--- src/rtl/adc_serial_seq.sv ---
module adc_serial_seq #(
  parameter int RES_W    = 12,
  parameter int ADDR_W   = 4,
  parameter int CONV_CYC = 50
) (
  input  logic              clk,
  input  logic              rst_n,
  input  logic              cs_n,
  input  logic              sclk,
  input  logic              din,
  input  logic              aclk,
  input  logic [RES_W-1:0]  result,
  output logic              dout,
  output logic              dout_en,
  output logic [ADDR_W-1:0] mux_addr,
  output logic              busy,
  output logic              proto_err
);
  localparam int CNT_W = $clog2(RES_W + 1);
  localparam int CC_W  = $clog2(CONV_CYC + 1);

  logic              sclk_q, aclk_q, cs_q, conv;
  logic [CNT_W-1:0]  bit_cnt;
  logic [CC_W-1:0]   conv_cnt;
  logic [ADDR_W-1:0] addr_sr;
  logic [RES_W-1:0]  res_q, out_sr;

  wire sclk_rise = sclk & ~sclk_q;
  wire sclk_fall = ~sclk & sclk_q;
  wire aclk_rise = aclk & ~aclk_q;
  wire cs_rise   = cs_n & ~cs_q;
  wire sel       = ~cs_n & ~conv;
  wire [ADDR_W-1:0] addr_nx = {addr_sr[ADDR_W-2:0], din};

  assign dout    = out_sr[RES_W-1];
  assign dout_en = sel;
  assign busy    = conv | (bit_cnt >= CNT_W'(ADDR_W));

  always_ff @(posedge clk) begin
    if (!rst_n) begin
      sclk_q    <= 1'b0;
      aclk_q    <= 1'b0;
      cs_q      <= 1'b1;
      conv      <= 1'b0;
      bit_cnt   <= '0;
      conv_cnt  <= '0;
      addr_sr   <= '0;
      mux_addr  <= '0;
      res_q     <= '0;
      out_sr    <= '0;
      proto_err <= 1'b0;
    end else begin
      sclk_q <= sclk;
      aclk_q <= aclk;
      cs_q   <= cs_n;
      if (conv) begin
        if (aclk_rise) begin
          if (conv_cnt == CC_W'(CONV_CYC - 1)) begin
            conv     <= 1'b0;
            conv_cnt <= '0;
            res_q    <= result;
            out_sr   <= result;
            bit_cnt  <= '0;
          end else begin
            conv_cnt <= conv_cnt + 1'b1;
          end
        end
        if (!cs_n && (sclk_rise || sclk_fall)) proto_err <= 1'b1;
      end else if (cs_n) begin
        bit_cnt <= '0;
        out_sr  <= res_q;
      end else begin
        if (sclk_rise) begin
          if (bit_cnt < CNT_W'(ADDR_W)) addr_sr <= addr_nx;
          if (bit_cnt == CNT_W'(ADDR_W - 1)) mux_addr <= addr_nx;
          bit_cnt <= bit_cnt + 1'b1;
        end
        if (sclk_fall) begin
          if (bit_cnt == CNT_W'(RES_W)) begin
            conv     <= 1'b1;
            conv_cnt <= '0;
          end else if (bit_cnt != '0) begin
            out_sr <= {out_sr[RES_W-2:0], 1'b0};
          end
        end
      end
      if (cs_rise) proto_err <= 1'b0;
    end
  end

  AST_ADDR_HOLD: assert property (@(posedge clk) disable iff (!rst_n)
    !(sclk_rise && sel && bit_cnt == CNT_W'(ADDR_W - 1)) |=> $stable(mux_addr));
  AST_CONV_HOLD: assert property (@(posedge clk) disable iff (!rst_n)
    (conv && !aclk_rise) |=> conv);
  AST_CNT_RANGE: assert property (@(posedge clk) disable iff (!rst_n)
    conv |-> (conv_cnt < CC_W'(CONV_CYC)));
  AST_ERR_SET: assert property (@(posedge clk) disable iff (!rst_n)
    (conv && !cs_n && (sclk_rise || sclk_fall)) |=> proto_err);
  AST_NO_SHIFT_CONV: assert property (@(posedge clk) disable iff (!rst_n)
    (conv && !aclk_rise) |=> $stable(out_sr));
  AST_RESULT_LATCH: assert property (@(posedge clk) disable iff (!rst_n)
    $fell(conv) |-> (out_sr == $past(result)));
endmodule

--- config.mk ---
export PLATFORM = sky130hd
export DESIGN_NAME = adc_serial_seq
export DESIGN_NICKNAME = d
export VERILOG_FILES = /design/src/rtl/adc_serial_seq.sv
export SDC_FILE = /design/constraint.sdc
export NUM_CORES = 1
export LEC_CHECK = 0
export CORE_AREA = 2 2 85 87
export CTS_CLUSTER_SIZE = 40
export DETAILED_ROUTE_END_ITERATION = 12
export DIE_AREA = 0 0 87 89
export PLACE_DENSITY = 0.63
export REMOVE_ABC_BUFFERS = 1
export SLEW_MARGIN = 40
export SYNTH_ARGS = -nofsm -noshare
export SYNTH_HDL_FRONTEND = slang
export SYNTH_SLANG_ARGS = --single-unit
--- constraint.sdc ---
create_clock -name clk -period 3.6 [get_ports clk]
set_clock_uncertainty 0.1 [all_clocks]
set_input_delay 0.36 -clock clk [delete_from_list [all_inputs] [get_ports clk]]
set_output_delay 0.36 -clock clk [all_outputs]
set_load 0.02 [all_outputs]
==> summary.txt, run 1 <==
outcome: complete, no violations
wirelength, routed: 4760 µm
share of layout cells above drive strength 1: 6.14%
Top FF cell, synth: dfxtp_1
Ys Warns: 0
DR iter-0 viols: 118
commonest non-fill, non-tap cell in the layout: dfxtp_1
maxcap violations: 0
largest net degree at the start of global routing: 38
IO buf count: 25
row count: 30
power density cells: 344 nW/µm²
Max Clock Freq: 0.380 GHz
final setup violation count: 0
Post-Synthesis Cells: 254
Async S/R FF share, synth: 0%
crit-path max FO: 21
vias in the first global route: 1730
minimum clock period: 2.63 ns
placed instance count: 349
most frequent cells in the layout: dfxtp_1, o21ai_0, mux2i_1, nand2_1, clkdlybuf4s50_1
first-pass GRT wire length: 8170 µm
GRT Resource Usage Total: 13.2%
drt wl/cell: 13.3 µm
Final Power: 916 µW
Max Slew Vio Count: 0
register area share after synthesis: 40.6%
measured slew at the worst slew-check pin: 0.745 ns
H-tree depth: 2
Seq. cell area: 921 µm²
flops & latches, synth: 46
Pleak: 0.984 nW
num ports: 26
Netlist cell types: 42
Worst Slack Setup Final: 0.965 ns
critical path type: reg2out
Slew HR: 50.3%
post-DR vias/cell: 5.00
ANT cells: 0
Final ANT Viol Nets: 0
die area: 7740 µm²
P&R area growth vs syn: 17.6%
First-pass DRT Iterations: 4
multi-input logic area: 1230 µm²
die width: 87 µm
clock latency on the worst-skew pair: 0.30 ns
Nets: 300
Core Region: 6720 µm²
CTS tree: done
Placement Setup Slack: 1.12 ns
CTS Sinks: 46
Peak supply drop: 0.236 mV
Hold Fails Final Rpt: 0
Final Non-Filler Cells: 357
Clock Pin Slew Worst Setup and Hold Paths: 0.09 ns
hpwl dp: 3090 µm
CP Data Required Time: 3.14 ns
Tcrit/Tclk final: 73.2%
area share of the largest cell type after synthesis: 40.6%
Hold Path Class: reg2reg
Synth area leaders: dfxtp_1, mux2i_1, o21ai_0
TritonCTS Buffers: 5
Startpoint Class: flop
initial core utilization: 33.7%
Placer Congestion: 0.769
Resize count post-CTS: 0
Synth Cell Area: 2270 µm²
postcts setup bufs: 0
dominant cell type by area after synthesis: dfxtp_1
initial antenna violation count: 0
Post-synth EDFFs: 0
routed via count: 1785
Crit. End Element: output pin
Clock Tree Buf Depth: 2
filler instances: 703
Avg Cell Area, Syn: 8.92 µm²
CP arrival: 2.17 ns
grt total ovfl: 0
clk root buf: clkbuf_8
Residual DRC: 0
Setup TNS: 0 ns
RSZ-0062 raised after global routing: no
Chip Height: 89 µm
hold_buf cts: 0
## power by group
group	internal, mW	switching [mW]
clock network	0.155	0.170
registers	0.513	0.00307
logic	0.0378	0.0369
total	0.706	0.210
## cell type report
type / instances / area share, %
inverter: 7 / 0.986
sequential: 46 / 34.6
timing repair buffer: 30 / 10.9
clock inverter: 1 / 0.188
tap: 80 / 3.76
multi-input combinational: 186 / 46.3
clock buffer: 7 / 3.24
## state kept, by name (all words and copies together) (netlist names)
register	cells
out_sr	12
res_q	12
conv_cnt	6
bit_cnt	4
mux_addr	4
addr_sr	3
aclk_q	1
conv	1
cs_q	1
proto_err	1
sclk_q	1
## stage by stage
| step | util [%] | hold slack (ns) | cell area (µm²) |
|---|---|---|---|
| 6_report | 39.6 | 0.375 | 2660 |
| 5_1_grt | 39.6 | 0.405 | 2660 |
| 4_1_cts | 39.6 | 0.377 | 2660 |
| 3_5_place_dp | 38.3 | 0.365 | 2570 |
| 3_3_place_gp | 38.1 | 0.358 | 2560 |
| 2_1_floorplan | - | 0.329 | 2180 |
## path summary, 6_finish.rpt
path,startpoint,to,slack [ns],cells after the start
min reg2reg,out_sr[6]$_SDFFE_PN0P_,out_sr[6]$_SDFFE_PN0P_,0.38,2
min,out_sr[6]$_SDFFE_PN0P_,out_sr[6]$_SDFFE_PN0P_,0.38,2
max,conv$_SDFF_PN0_,dout_en,0.97,2
max reg2reg,conv$_SDFF_PN0_,res_q[1]$_SDFFE_PN0P_,1.34,5
## kinds of logic (layout without fill, tap and decap cells)
kind of cell,count (synthesis),in the layout,share of synthesized area [%]
AOI/OAI and AO/OA,60,60,16.5
xor gates and xnor gates,2,2,0.773
adders and majority gates,6,6,3.31
buffers and inverters,22,45,4.91
DFF,46,46,40.6
muxes,30,30,13.3
and+or+nand+nor,88,88,20.7
## metal layers
layer,GRT usage (%),part of all wire [%],wire length (µm)
met5,0,0,0
met4,4.26,1.1,50
met1,18.2,51,2410
met3,3.32,5.0,236
met2,20.1,43,2070
## cells in the mapped netlist (2+ instances only)
cell type	number
dfxtp_1	46
nand4_1	3
ha_1	6
buf_2	4
a21o_1	2
nand2b_1	3
a21boi_0	4
nor3b_1	2
a21oi_1	2
a21boi_1	8
nor3_1	5
o21ai_0	34
nor2b_1	19
clkbuf_1	6
mux2i_1	30
a31oi_1	3
nand2_1	25
nor2_1	8
nand3_1	14
and2_1	2
inv_1	7
## worst max-delay path, cell delays in order (launching register included)
cell	delay (ns)
dfxtp_1	0.55
nor2_1	0.59
clkdlybuf4s50_1	0.73
(Power assumes the default switching activity.)
==> run 2: changes to the inputs <==
--- a/config.mk
+++ b/config.mk
@@ -9,7 +9,7 @@
 export CTS_CLUSTER_SIZE = 40
 export DETAILED_ROUTE_END_ITERATION = 12
 export DIE_AREA = 0 0 87 89
-export PLACE_DENSITY = 0.63
+export PLACE_DENSITY = 0.65
 export REMOVE_ABC_BUFFERS = 1
 export SLEW_MARGIN = 40
 export SYNTH_ARGS = -nofsm -noshare
==> constraint.sdc (replaced) <==
create_clock -name clk -period 2.4 [get_ports clk]
set_clock_uncertainty 0.1 [all_clocks]
set_input_delay 0.24 -clock clk [delete_from_list [all_inputs] [get_ports clk]]
set_output_delay 0.24 -clock clk [all_outputs]
set_load 0.02 [all_outputs]
==> summary.txt, run 2 (same netlist as run 1, synthesis figures left out) <==
clk root buf: clkbuf_8
power density cells: 541 nW/µm²
most frequent cells in the layout: dfxtp_1, o21ai_0, mux2i_1, nand2_1, clkdlybuf4s50_1
num ports: 26
worst reg-to-reg path cell count: 4
Crit. End Element: output pin
crit-path max FO: 9
First-pass DRT Iterations: 4
Startpoint Class: primary input
TritonCTS Buffers: 5
wirelength, routed: 4640 µm
Resize count post-CTS: 0
Residual DRC: 0
Final ANT Viol Nets: 0
hold path cells: 2
vias in the first global route: 1738
Hold Path Class: reg2reg
hold_buf cts: 0
multi-input logic area: 1230 µm²
hpwl dp: 3130 µm
Max Slew Vio Count: 0
maxcap violations: 0
CTS tree: done
Max Clock Freq: 0.470 GHz
Final Power: 1.46 mW
Worst Slack Setup Final: 0.272 ns
biggest regs: out_sr: 12 flops, res_q: 12 flops, conv_cnt: 6 flops
ANT cells: 0
final hold slack: 0.376 ns
outcome: complete, no violations
post-DR vias/cell: 4.97
Core Region: 6720 µm²
final setup violation count: 0
clock latency on the worst-skew pair: 0.30 ns
DR iter-0 viols: 82
drt wl/cell: 12.9 µm
Seq. cell area: 921 µm²
die area: 7740 µm²
r2r endpoint: out_sr[0]$_SDFFE_PN0P_
initial antenna violation count: 0
critical path type: in2out
GRT Resource Usage Total: 12.9%
first-pass GRT wire length: 7880 µm
IO buf count: 25
CP Data Required Time: 2.06 ns
grt total ovfl: 0
measured slew at the worst slew-check pin: 0.598 ns
Worst Hold Path EP: out_sr[6]$_SDFFE_PN0P_
commonest non-fill, non-tap cell in the layout: dfxtp_1
Pleak: 1.00 nW
Clock Tree Buf Depth: 2
Placement Setup Slack: 0.295 ns
Placer Congestion: 0.820
H-tree depth: 2
P&R area growth vs syn: 18.8%
placed cell area: 2580 µm²
Hold Fails Final Rpt: 0
CTS Sinks: 46
Nets: 302
post-route design area: 2690 µm²
Chip Height: 89 µm
r2r startpoint: conv_cnt[2]$_SDFFE_PN0P_
Tcrit/Tclk final: 88.7%
routed via count: 1785
RSZ-0062 raised after global routing: no
minimum clock period: 2.13 ns
Peak supply drop: 0.308 mV
largest net degree at the start of global routing: 40
row count: 30
Clock Pin Slew Worst Setup and Hold Paths: 0.09 ns
die width: 87 µm
initial core utilization: 33.7%
share of layout cells above drive strength 1: 7.17%
HP Start: out_sr[6]$_SDFFE_PN0P_
filler instances: 690
Worst R2R Setup Slack: 0.49 ns
postcts setup bufs: 0
CP arrival: 1.79 ns
Slew HR: 60.1%
-- run 2: cell types whose count changed in the layout (fill, tap and decap cells not counted), sizes merged --
cell / previous run / this run
buf: 5 / 7
clkbuf: 7 / 5
bufinv: 0 / 1
clkinv: 1 / 2
-- run 2: layer usage --
metal  part of all wire [%]  up-vias  wire length (µm)  global-route usage (%)
met3                    5.1        7               238                    4.25
li1                       -      933                 -                       -
met4                    1.1        0                51                    3.55
met2                     43       37              2010                    20.8
met1                     50      808              2340                    16.7
met5                      0        -                 0                       0
-- run 2: stage by stage --
stage          cells  TNS (ns)  utilization (%)
6_report         359         0             40.1
5_1_grt          359         0             40.1
4_1_cts          359         0             40.1
3_5_place_dp     351         0             38.5
3_3_place_gp     351         0             38.5
2_1_floorplan    239   -0.0182                -
-- run 2: cell type report --
type	instances	area share, %
Multi-Input combinational cell	186	45.8
Sequential cell	46	34.2
Timing Repair Buffer	32	11.2
Tap cell	80	3.72
Clock buffer	5	2.56
Clock inverter	3	1.49
Inverter	7	0.976
-- run 2: worst max path at each step --
stage | startpoint | endpoint | slack (ns) | cells after the start
global placement | cs_n | dout_en | 0.32 | 3
floorplan | conv$_SDFF_PN0_ | out_sr[0]$_SDFFE_PN0P_ | -0.02 | 4
detailed placement | cs_n | dout_en | 0.29 | 3
CTS | cs_n | dout_en | 0.28 | 3
finish | cs_n | dout_en | 0.27 | 3
global route | cs_n | dout_en | 0.18 | 3
-- run 2: power breakdown --
group	total (mW)	switching (mW)	internal, mW	leakage (nW)
clock	0.571	0.264	0.307	0.0579
sequential	0.774	0.00448	0.769	0.372
combinational	0.111	0.0535	0.0575	0.574
total	1.46	0.322	1.13	1.00
-- run 2: worst max-delay path: stages --
cell and delay, ns:
clkdlybuf4s50_1 0.56, nor2_1 0.31, clkdlybuf4s50_1 0.68
